<file path="config.mk">
export PLATFORM = sky130hd
export DESIGN_NAME = dma_regfile
export DESIGN_NICKNAME = d
export VERILOG_FILES = /design/src/rtl/dma_reg_pkg.sv /design/src/rtl/dma_chan_regs.sv /design/src/rtl/dma_irq_ctrl.sv /design/src/rtl/dma_regfile.sv
export SDC_FILE = /design/constraint.sdc
export NUM_CORES = 2
export LEC_CHECK = 0
export ABC_AREA = 1
export BUFFER_PORTS_ARGS = -buffer_cell sky130_fd_sc_hd__buf_2
export CELL_PAD_IN_SITES_DETAIL_PLACEMENT = 0
export CELL_PAD_IN_SITES_GLOBAL_PLACEMENT = 1
export CORE_AREA = 2 2 537 539
export CTS_BUF_LIST = sky130_fd_sc_hd__clkbuf_8
export CTS_CLUSTER_SIZE = 24
export DETAILED_ROUTE_END_ITERATION = 6
export DIE_AREA = 0 0 539 541
export MAX_ROUTING_LAYER = met4
export PLACE_DENSITY_LB_ADDON = 0.15
export SLEW_MARGIN = 20
export SYNTH_ARGS = -nofsm -noshare
export SYNTH_HDL_FRONTEND = slang
export SYNTH_SLANG_ARGS = --single-unit
</file>
<file path="constraint.sdc">
create_clock -name clk_i -period 1.89 [get_ports clk_i]
set_input_delay 0.189 -clock clk_i [delete_from_list [all_inputs] [get_ports clk_i]]
set_output_delay 0.189 -clock clk_i [all_outputs]
set_load 0.02 [all_outputs]
</file>
<file path="src/rtl/dma_reg_pkg.sv">
package dma_reg_pkg;
  localparam int unsigned DATA_W = 32;
  localparam int unsigned WADDR_W = 10;

  typedef enum logic [2:0] {
    CR_SRC  = 3'd0,
    CR_DST  = 3'd1,
    CR_LLI  = 3'd2,
    CR_CTRL = 3'd3,
    CR_CONF = 3'd4
  } chan_reg_e;

  // global word indices inside the first 256 bytes
  localparam logic [5:0] GW_STAT    = 6'd0;
  localparam logic [5:0] GW_TCSTAT  = 6'd1;
  localparam logic [5:0] GW_TCCLR   = 6'd2;
  localparam logic [5:0] GW_ERRSTAT = 6'd3;
  localparam logic [5:0] GW_ERRCLR  = 6'd4;
  localparam logic [5:0] GW_TCRAW   = 6'd5;
  localparam logic [5:0] GW_ERRRAW  = 6'd6;
  localparam logic [5:0] GW_ENBL    = 6'd7;
  localparam logic [5:0] GW_CFG     = 6'd12;

  localparam int unsigned CONF_EN_BIT   = 0;
  localparam int unsigned CONF_ERRM_BIT = 14;
  localparam int unsigned CONF_TCM_BIT  = 15;
  localparam int unsigned GCFG_W        = 3;

  typedef struct packed {
    logic [DATA_W-1:0] src;
    logic [DATA_W-1:0] dst;
    logic [DATA_W-1:0] lli;
    logic [DATA_W-1:0] ctrl;
    logic [DATA_W-1:0] conf;
  } chan_regs_t;

  function automatic logic [7:0] id_byte(input int unsigned nch, input logic [2:0] idx);
    logic [7:0] b;
    case (idx)
      3'd0:    b = (nch == 8) ? 8'h80 : 8'h81;
      3'd1:    b = 8'h10;
      3'd2:    b = 8'h04;
      3'd3:    b = 8'h0A;
      3'd4:    b = 8'h0D;
      3'd5:    b = 8'hF0;
      3'd6:    b = 8'h05;
      default: b = 8'hB1;
    endcase
    return b;
  endfunction
endpackage

</file>
<file path="src/rtl/dma_chan_regs.sv">
module dma_chan_regs
  import dma_reg_pkg::*;
(
  input  logic              clk_i,
  input  logic              rst_ni,
  input  logic              wr_i,
  input  logic [2:0]        reg_i,
  input  logic [DATA_W-1:0] wdata_i,
  output chan_regs_t        regs_o,
  output logic [DATA_W-1:0] rdata_o
);
  chan_regs_t regs_q;

  always_ff @(posedge clk_i or negedge rst_ni) begin
    if (!rst_ni) begin
      regs_q <= '0;
    end else if (wr_i) begin
      case (chan_reg_e'(reg_i))
        CR_SRC:  regs_q.src  <= wdata_i;
        CR_DST:  regs_q.dst  <= wdata_i;
        CR_LLI:  regs_q.lli  <= wdata_i;
        CR_CTRL: regs_q.ctrl <= wdata_i;
        CR_CONF: regs_q.conf <= wdata_i;
        default: ;
      endcase
    end
  end

  always_comb begin
    case (chan_reg_e'(reg_i))
      CR_SRC:  rdata_o = regs_q.src;
      CR_DST:  rdata_o = regs_q.dst;
      CR_LLI:  rdata_o = regs_q.lli;
      CR_CTRL: rdata_o = regs_q.ctrl;
      CR_CONF: rdata_o = regs_q.conf;
      default: rdata_o = '0;
    endcase
  end

  assign regs_o = regs_q;


  wr_conf_chk: assert property (@(posedge clk_i) disable iff (!rst_ni)
    (wr_i && reg_i == CR_CONF) |=> (regs_q.conf == $past(wdata_i)));


  hold_chk: assert property (@(posedge clk_i) disable iff (!rst_ni)
    !wr_i |=> $stable(regs_q));
endmodule

</file>
<file path="src/rtl/dma_irq_ctrl.sv">
module dma_irq_ctrl #(
  parameter int unsigned NUM_CH = 8
) (
  input  logic              clk_i,
  input  logic              rst_ni,
  input  logic [NUM_CH-1:0] tc_pulse_i,
  input  logic [NUM_CH-1:0] err_pulse_i,
  input  logic [NUM_CH-1:0] tc_clr_i,
  input  logic [NUM_CH-1:0] err_clr_i,
  input  logic [NUM_CH-1:0] tc_mask_i,
  input  logic [NUM_CH-1:0] err_mask_i,
  output logic [NUM_CH-1:0] tc_raw_o,
  output logic [NUM_CH-1:0] err_raw_o,
  output logic [NUM_CH-1:0] tc_stat_o,
  output logic [NUM_CH-1:0] err_stat_o,
  output logic              irq_o
);
  logic [NUM_CH-1:0] tc_raw_q, err_raw_q;

  // set wins over clear so a same-cycle event is kept
  always_ff @(posedge clk_i or negedge rst_ni) begin
    if (!rst_ni) begin
      tc_raw_q  <= '0;
      err_raw_q <= '0;
    end else begin
      tc_raw_q  <= (tc_raw_q  & ~tc_clr_i)  | tc_pulse_i;
      err_raw_q <= (err_raw_q & ~err_clr_i) | err_pulse_i;
    end
  end

  assign tc_raw_o   = tc_raw_q;
  assign err_raw_o  = err_raw_q;
  assign tc_stat_o  = tc_raw_q  & tc_mask_i;
  assign err_stat_o = err_raw_q & err_mask_i;
  assign irq_o      = |{tc_stat_o, err_stat_o};


  tc_set_chk: assert property (@(posedge clk_i) disable iff (!rst_ni)
    (tc_pulse_i != '0) |=> ((tc_raw_q & $past(tc_pulse_i)) == $past(tc_pulse_i)));


  tc_clr_chk: assert property (@(posedge clk_i) disable iff (!rst_ni)
    (tc_clr_i != '0) |=> ((tc_raw_q & $past(tc_clr_i & ~tc_pulse_i)) == '0));


  err_clr_chk: assert property (@(posedge clk_i) disable iff (!rst_ni)
    (err_clr_i != '0) |=> ((err_raw_q & $past(err_clr_i & ~err_pulse_i)) == '0));


  no_spurious_chk: assert property (@(posedge clk_i) disable iff (!rst_ni)
    1'b1 |=> ((err_raw_q & ~$past(err_raw_q) & ~$past(err_pulse_i)) == '0));
endmodule

</file>
<file path="src/rtl/dma_regfile.sv">
module dma_regfile
  import dma_reg_pkg::*;
#(
  parameter int unsigned NUM_CH = 8
) (
  input  logic                     clk_i,
  input  logic                     rst_ni,
  input  logic                     we_i,
  input  logic [WADDR_W-1:0]       waddr_i,
  input  logic [DATA_W-1:0]        wdata_i,
  output logic [DATA_W-1:0]        rdata_o,
  input  logic [NUM_CH-1:0]        tc_pulse_i,
  input  logic [NUM_CH-1:0]        err_pulse_i,
  output logic [NUM_CH*DATA_W-1:0] ch_src_o,
  output logic [NUM_CH*DATA_W-1:0] ch_dst_o,
  output logic [NUM_CH*DATA_W-1:0] ch_lli_o,
  output logic [NUM_CH*DATA_W-1:0] ch_ctrl_o,
  output logic [NUM_CH*DATA_W-1:0] ch_conf_o,
  output logic [GCFG_W-1:0]        gcfg_o,
  output logic                     irq_o
);
  localparam int unsigned PAD_W = DATA_W - NUM_CH;

  // address decode: byte offset bits 11:2
  logic       in_glob, in_chan, in_id;
  logic [5:0] g_idx;
  logic [2:0] ch_idx, ch_reg;

  assign in_glob = (waddr_i[9:6] == 4'h0);
  assign in_chan = (waddr_i[9:6] == 4'h1);
  assign in_id   = (waddr_i[9:3] == 7'h7F);
  assign g_idx   = waddr_i[5:0];
  assign ch_idx  = waddr_i[5:3];
  assign ch_reg  = waddr_i[2:0];

  chan_regs_t        ch_regs [NUM_CH];
  logic [DATA_W-1:0] ch_rd   [NUM_CH];
  logic [NUM_CH-1:0] ch_wr, tc_mask, err_mask, ch_en;

  for (genvar c = 0; c < NUM_CH; c++) begin : g_ch
    assign ch_wr[c] = we_i && in_chan && (ch_idx == 3'(c));

    dma_chan_regs u_regs (
      .clk_i   (clk_i),
      .rst_ni  (rst_ni),
      .wr_i    (ch_wr[c]),
      .reg_i   (ch_reg),
      .wdata_i (wdata_i),
      .regs_o  (ch_regs[c]),
      .rdata_o (ch_rd[c])
    );

    assign ch_src_o [c*DATA_W +: DATA_W] = ch_regs[c].src;
    assign ch_dst_o [c*DATA_W +: DATA_W] = ch_regs[c].dst;
    assign ch_lli_o [c*DATA_W +: DATA_W] = ch_regs[c].lli;
    assign ch_ctrl_o[c*DATA_W +: DATA_W] = ch_regs[c].ctrl;
    assign ch_conf_o[c*DATA_W +: DATA_W] = ch_regs[c].conf;
    assign tc_mask[c]  = ch_regs[c].conf[CONF_TCM_BIT];
    assign err_mask[c] = ch_regs[c].conf[CONF_ERRM_BIT];
    assign ch_en[c]    = ch_regs[c].conf[CONF_EN_BIT];
  end

  // global configuration
  logic [GCFG_W-1:0] gcfg_q;
  logic              gcfg_wr;
  assign gcfg_wr = we_i && in_glob && (g_idx == GW_CFG);

  always_ff @(posedge clk_i or negedge rst_ni) begin
    if (!rst_ni)      gcfg_q <= '0;
    else if (gcfg_wr) gcfg_q <= wdata_i[GCFG_W-1:0];
  end
  assign gcfg_o = gcfg_q;

  // interrupt state
  logic [NUM_CH-1:0] tc_clr, err_clr, tc_raw, err_raw, tc_stat, err_stat;
  assign tc_clr  = (we_i && in_glob && g_idx == GW_TCCLR)  ? wdata_i[NUM_CH-1:0] : '0;
  assign err_clr = (we_i && in_glob && g_idx == GW_ERRCLR) ? wdata_i[NUM_CH-1:0] : '0;

  dma_irq_ctrl #(.NUM_CH(NUM_CH)) u_irq (
    .clk_i       (clk_i),
    .rst_ni      (rst_ni),
    .tc_pulse_i  (tc_pulse_i),
    .err_pulse_i (err_pulse_i),
    .tc_clr_i    (tc_clr),
    .err_clr_i   (err_clr),
    .tc_mask_i   (tc_mask),
    .err_mask_i  (err_mask),
    .tc_raw_o    (tc_raw),
    .err_raw_o   (err_raw),
    .tc_stat_o   (tc_stat),
    .err_stat_o  (err_stat),
    .irq_o       (irq_o)
  );

  // read mux
  always_comb begin
    rdata_o = '0;
    if (in_id) begin
      rdata_o = {24'h0, id_byte(NUM_CH, waddr_i[2:0])};
    end else if (in_chan) begin
      for (int c = 0; c < NUM_CH; c++)
        if (ch_idx == 3'(c)) rdata_o = ch_rd[c];
    end else if (in_glob) begin
      case (g_idx)
        GW_STAT:    rdata_o = {{PAD_W{1'b0}}, tc_stat | err_stat};
        GW_TCSTAT:  rdata_o = {{PAD_W{1'b0}}, tc_stat};
        GW_ERRSTAT: rdata_o = {{PAD_W{1'b0}}, err_stat};
        GW_TCRAW:   rdata_o = {{PAD_W{1'b0}}, tc_raw};
        GW_ERRRAW:  rdata_o = {{PAD_W{1'b0}}, err_raw};
        GW_ENBL:    rdata_o = {{PAD_W{1'b0}}, ch_en};
        GW_CFG:     rdata_o = {{(DATA_W-GCFG_W){1'b0}}, gcfg_q};
        default:    rdata_o = '0;
      endcase
    end
  end


  irq_stat_chk: assert property (@(posedge clk_i) disable iff (!rst_ni)
    (waddr_i == '0) |-> (irq_o == (rdata_o != '0)));


  gcfg_hold_chk: assert property (@(posedge clk_i) disable iff (!rst_ni)
    !gcfg_wr |=> $stable(gcfg_o));


  id_width_chk: assert property (@(posedge clk_i) disable iff (!rst_ni)
    in_id |-> (rdata_o[31:8] == '0));
endmodule

</file>
* Word level (Yosys, flattened, before mapping)
Index checks and enable logic that the tools add are counted.
** Word-level totals
- Bits in registers :: 1299
- Output and inout port bits :: 1316
- Word-level logic and storage cells :: 156
- Input bits :: 61
** Cells by class
- Muxes and demuxes :: 23
- Equal/unequal tests :: 23
- Bitwise gates (word level) :: 9
- Reductions and logical operators :: 58
** Operator list (count)
- $pmux 32 s5 :: 8
- $mux 32 :: 10
- $pmux 8 s7 :: 2
- $reduce_and 2->1 :: 40
- $and 8x8->8 :: 4
- $eq 6x3->1 const B :: 4
- $mux 8 :: 3
- $or 8x8->8 :: 3
- $eq 3x3->1 const B :: 7
- $not 8->8 :: 2
- $reduce_or 16->1 :: 1
- $logic_and 1x1->1 :: 13
- $eq 3x2->1 const B :: 4
- $eq 6x2->1 const B :: 2
- $eq 7x7->1 const B :: 1
- $eq 3x1->1 const B :: 2
- $eq 6x1->1 const B :: 1
- $eq 6x4->1 const B :: 1
- $logic_not 3->1 :: 2
- $logic_not 6->1 :: 1
- $eq 4x1->1 const B :: 1
- $logic_not 4->1 :: 1

* Depth between registers and ports, before layout
- Depth after elaboration :: 12
- Depth in mapped cells :: 17
- Depth with buffers taken out :: 15

* Hierarchy
From an unflattened synthesis, not the netlist that was laid out.
** Second synthesis, totals
- Cells, all modules :: 8526
- Area, all modules :: 65306.4 um2
** By module, submodules not included
- dma_chan_regs :: seq. area each 4003.8 um2, instances 8, area an instance 7627.3 um2, cells each 954
- dma_regfile :: seq. area each 75.1 um2, instances 1, area an instance 3513.4 um2, cells each 795
- dma_irq_ctrl :: seq. area each 400.4 um2, instances 1, area an instance 774.5 um2, cells each 99

* Least setup slack after synthesis
Ideal clock, no wire load.
- Kind :: input to output
- Start :: in waddr_i[2]
- End :: out rdata_o[20]
- Slack :: -0.147 ns
- Arrival :: 1.848 ns
- Required time :: 1.701 ns
- Stages on the path :: 14
- Buffers on the path :: 5
- Path through :: buf_2 > buf_6 > nor2_1 > buf_4 > buf_2 > buf_2 > nand2_1 > nand3_1 > nand2_1 > nand2_1 > nand2_1 > nand2_1 > nand2_1 > a21oi_1
** On the way
- Cells in the longest elaborated chain, start to end :: 12
- Elaborated cells between the ends (all ways) :: 23
- Classes of those cells :: eq/ne (4); mux (18); reduce/logical (1)
** Ends and longest elaborated chain
- from (decl) :: RTL line dma_regfile.sv:9 : input logic [WADDR_W-1:0] waddr_i,
- $eq 3x3->1 (tied with other cells) :: RTL line dma_chan_regs.sv:30 : case (chan_reg_e'(reg_i))
- $pmux 32 s5 :: RTL line dma_chan_regs.sv:30
- $mux 32 (7 in series) :: RTL line dma_regfile.sv:102 : if (ch_idx == 3'(c)) rdata_o = ch_rd[c];
- $mux 32 (*) :: RTL line dma_regfile.sv:102
- $mux 32 (*) :: RTL line dma_regfile.sv:100 : end else if (in_chan) begin
- $mux 32 (*) :: RTL line dma_regfile.sv:98 : if (in_id) begin
- to (decl) :: RTL line dma_regfile.sv:11 : output logic [DATA_W-1:0] rdata_o,
Mark *: on every way between the ends. The rest lies on a longest branch, timed or not.

* Worst setup path after layout
- Start :: reg g_ch[4].u_regs.regs_q, in the netlist g_ch[4].u_regs.regs_o[62]
- End :: out rdata_o[30]
** On the way
- Cells in the longest elaborated chain, start to end :: 7
** Ends and longest elaborated chain
- from (decl) :: RTL line dma_chan_regs.sv:12 : chan_regs_t regs_q;
- $pmux 32 s5 :: RTL line dma_chan_regs.sv:30
- $mux 32 (4 in series) :: RTL line dma_regfile.sv:102
- $mux 32 :: RTL line dma_regfile.sv:100
- $mux 32 :: RTL line dma_regfile.sv:98
Every way passes these cells.

==> results.yml <==
critical_path:
  setup_crit_path_kind: "register to output pin"
  timing.critical_path.to: "rdata_o[30]"
  timing.critical_path.to_type: "output pin"
  crit_required_ns: 1.70
  worst_path_arrival_time_ns: 2.93
  reg2reg_slack_ns: 0.59
  timing.rr.start: "u_irq.tc_raw_o[2]"
  critical_path.reg2reg.endpoint: "u_irq.tc_raw_o[2]"
  reg2reg_depth: 3
  crit_fanout: 2
  crit_path_start: "g_ch[4].u_regs.regs_o[62]"
  timing.critical_path.from_type: "register"
synth:
  synth_enable_flop_cells: 0
  synthCells: 6660
  net_count_synth: 6721
  ys_warn_count: 0
  synth_largest_type_area_fraction_pct: 57.57
  post-synth-top-area-cell: "sky130_fd_sc_hd__dfrtp_1"
  asr_flop_ratio_synth_pct: 100.0
  synth_seq_cells: 1299
  library_cells_used_by_synthesis: 44
  ys_seq_area_share_pct: 57.57
  postSynth.topFlopCell: "sky130_fd_sc_hd__dfrtp_1"
  syn-mean-instance-area_um2: 8.478
  synthesized_area_um2: 56470
  synth.top_cells.by_area: "sky130_fd_sc_hd__dfrtp_1 58%, sky130_fd_sc_hd__nand2_1 17%, sky130_fd_sc_hd__o21ai_0 9.9%"
place:
  final_weighted_congestion_of_routability_driven_global_placement: 0.9079
  worst_slack_after_detailed_placement_ns: -1.991
  dpl.hpwl_um: 322800
  io_buffer_count: 1376
  placedInstanceArea_um2: 80220
floorplan:
  placementRows: 197
  die_y_um: 541
  floorplan.core_area_um2: 286400
  start_util_pct: 19.71
  die-area_um2: 291600
  floorplan.die.width_um: 539
  ioPinCount: 1377
sta:
  unrepaired_setup_endpoints_after_global_routing: "yes"
  final.setup_skew_ns: 0
  max_freq_mhz: 321.1
  final.period_utilization_pct: 164.8
  final.setup.worst_slack_ns: -1.225
  relSlewSlack_pct: 48.85
  slew_viol_final: 0
  setup_viol_count_final: 94
  hold_slack_ns: 0.1311
  timing_worst_slew_pin_value_ns: 0.7673
  period_needed_ns: 3.115
  hold_viol_final: 0
  setup_total_negative_slack_ns: -36.59
clocking:
  cts.sink_count: 1299
  worst_setup_hold_path_clk_slew_ns: 0.06
  tritoncts: "yes"
  buffer_depth_of_the_longest_clock_path: 4
  clock_latency_ns: 1.00
  ctsHtreeMaxLevel: 5
  cts-buffers-inserted: 271
  cts_root_buf: "sky130_fd_sc_hd__clkbuf_8"
run_status:
  run_status: "complete, but fails checks"
  failed_checks: "negative setup slack"
flow_run:
  timing.max_cap.violations: 0
grt:
  grt_util_all_layers_pct: 28.99
  grt_start_max_net_pins: 84
  grt_first_pass_wirelength_um: 561800
  globalRouteOverflowTotal: 0
  number_of_antenna_violations_at_the_first_check_in_global_routing: 46
  vias_in_the_first_global_route: 60730
power:
  power-per-cell-area_nw_per_um2: 703.6
  worst_ir_drop_vdd_uv: 416.9
  total_leakage_power_nw: 46.97
cells_and_area:
  finalInstanceArea_um2: 94320
  filler_cells_inserted: 30520
  syn_to_final_growth_pct: 67.04
  post_route_cells_drive_above_1_share_pct: 39.88
  design.final.nets: 9417
  final_core_utilization_pct: 32.93
drt:
  drt-total-wl_um: 424700
  routedWlPerCell_um: 31.82
  drc_errors: 0
  drt_first_iter_violations: 5996
  route.detailed.vias_per_inst: 4.671
  routed-via-count: 62340
  detailedRoute.firstPassIterationCount: 6
  drtAntennaViolNets: 0
worst_hold_path:
  holdCritPathClass: "input port to register"
[Yosys cell counts (all sizes together) (3+ instances only)]
master  count
nand2    2554
nand4      70
buf       167
nand3b      5
a22oi      49
o21bai      6
nand3     211
o21ai    1377
o211ai      3
clkbuf    379
nor2       84
a221oi     84
a22o       59
nor3       13
inv       139
a21oi     125
a31oi       7
dfrtp    1299
o22ai       7
[kinds of logic after synthesis]
logic type,synth area share (%)
simple gates,20.72
compound gates,16.72
flops,57.57
buf+inv,4.994
[state kept, by name (all words and copies together) (netlist names)]
name                flops
u_irq.err_raw_o         8
gcfg_o                  3
u_irq.tc_raw_o          8
g_ch.u_regs.regs_o   1280
[timing repair]
action,CTS,global route
setup endpoints to repair,1140,1034
buffers inserted,50,210
hold buffers,86,0
cloned,0,0
endpoints found under the hold margin,2545,0
resized for setup,1092,1313
pin swaps,221,144
[layout make-up]
cell class	count	area [um^2]	share of cell area (%)
Sequential cell	1299	32540	34.50
Tap cell	3781	4731	5.016
Clock inverter	130	683.2	0.7243
Inverter	140	558.0	0.5916
Timing Repair Buffer	2969	27170	28.81
Clock buffer	331	4556	4.830
Antenna cell	22	55.05	0.05837
Multi-Input combinational cell	4675	24030	25.47
[stage by stage]
step	instances	total power (W)
after floorplan	6660	0.03087
after global placement	12760	0.03566
after detailed placement	12760	0.03568
after CTS	13310	0.06693
after global routing	13340	0.06878
final	13350	0.06637
[placed cells by master, fill, tap and decap left out, types with 22 or more instances in the layout]
cell / netlist / layout
sky130_fd_sc_hd__nand2_1: 2528 / 2364
sky130_fd_sc_hd__dfrtp_1: 1299 / 1269
sky130_fd_sc_hd__o21ai_0: 1122 / 1056
sky130_fd_sc_hd__buf_6: 3 / 881
sky130_fd_sc_hd__buf_2: 128 / 851
sky130_fd_sc_hd__buf_4: 16 / 840
sky130_fd_sc_hd__clkbuf_8: 0 / 331
sky130_fd_sc_hd__o21ai_1: 255 / 276
sky130_fd_sc_hd__buf_12: 0 / 232
sky130_fd_sc_hd__inv_1: 125 / 164
sky130_fd_sc_hd__nand3_1: 211 / 119
sky130_fd_sc_hd__nand2_2: 26 / 106
sky130_fd_sc_hd__dlygate4sd3_1: 0 / 85
sky130_fd_sc_hd__a21oi_1: 125 / 83
sky130_fd_sc_hd__buf_8: 0 / 76
sky130_fd_sc_hd__nand4_1: 70 / 70
sky130_fd_sc_hd__nand2_4: 0 / 68
sky130_fd_sc_hd__a22o_1: 59 / 59
sky130_fd_sc_hd__a221oi_1: 84 / 55
sky130_fd_sc_hd__nor2_1: 72 / 48
sky130_fd_sc_hd__nand3_2: 0 / 48
sky130_fd_sc_hd__nand3_4: 0 / 44
sky130_fd_sc_hd__inv_2: 13 / 42
sky130_fd_sc_hd__a22oi_1: 49 / 40
sky130_fd_sc_hd__clkinv_2: 0 / 35
sky130_fd_sc_hd__dfrtp_2: 0 / 30
sky130_fd_sc_hd__o21ai_2: 0 / 29
sky130_fd_sc_hd__diode_2: 0 / 22
sky130_fd_sc_hd__nor2_4: 10 / 22
sky130_fd_sc_hd__a21oi_2: 0 / 22
sky130_fd_sc_hd__a221oi_2: 0 / 22
[critical path: stages, from the launching register on]
cell and delay, ns:
sky130_fd_sc_hd__dfrtp_1 0.40, sky130_fd_sc_hd__a22o_1 0.22, sky130_fd_sc_hd__inv_2 0.08, sky130_fd_sc_hd__nand4_1 0.37, sky130_fd_sc_hd__nand2_2 0.24, sky130_fd_sc_hd__nand4_1 0.16
sky130_fd_sc_hd__buf_12 0.19, sky130_fd_sc_hd__nor2_4 0.07, sky130_fd_sc_hd__nor2_2 0.04, sky130_fd_sc_hd__buf_6 0.13
[metal layers]
metal	part of all wire, %	track usage, %	routed length (um)
met5	0	-	0
met4	3.8	9.320	16200
met3	7.6	6.057	32240
met2	44	43.74	187600
met1	44	38.60	188700
[how the worst min path moves through the flow]
stage / cells past startpoint / slack, ns / from / end
after floorplan: 0 / -0.11 / rst_ni / g_ch[0].u_regs.regs_o[0]
after global placement: 1 / 0.09 / rst_ni / g_ch[5].u_regs.regs_o[118]
after detailed placement: 1 / 0.1 / rst_ni / g_ch[5].u_regs.regs_o[118]
after CTS: 4 / 0.008 / wdata_i[3] / g_ch[5].u_regs.regs_o[67]
after global routing: 4 / 0.08 / wdata_i[3] / g_ch[5].u_regs.regs_o[3]
final: 4 / 0.13 / wdata_i[3] / g_ch[5].u_regs.regs_o[3]
[power breakdown]
| group | leakage, nW | total [W] | switching, W | internal [W] |
|---|---|---|---|---|
| Clock | 3.02 | 0.0304 | 0.0143 | 0.0161 |
| Combinational | 26.0 | 0.00735 | 0.00491 | 0.00244 |
| Sequential | 18.0 | 0.0286 | 0.000359 | 0.0282 |
(Power assumes the default switching activity.)
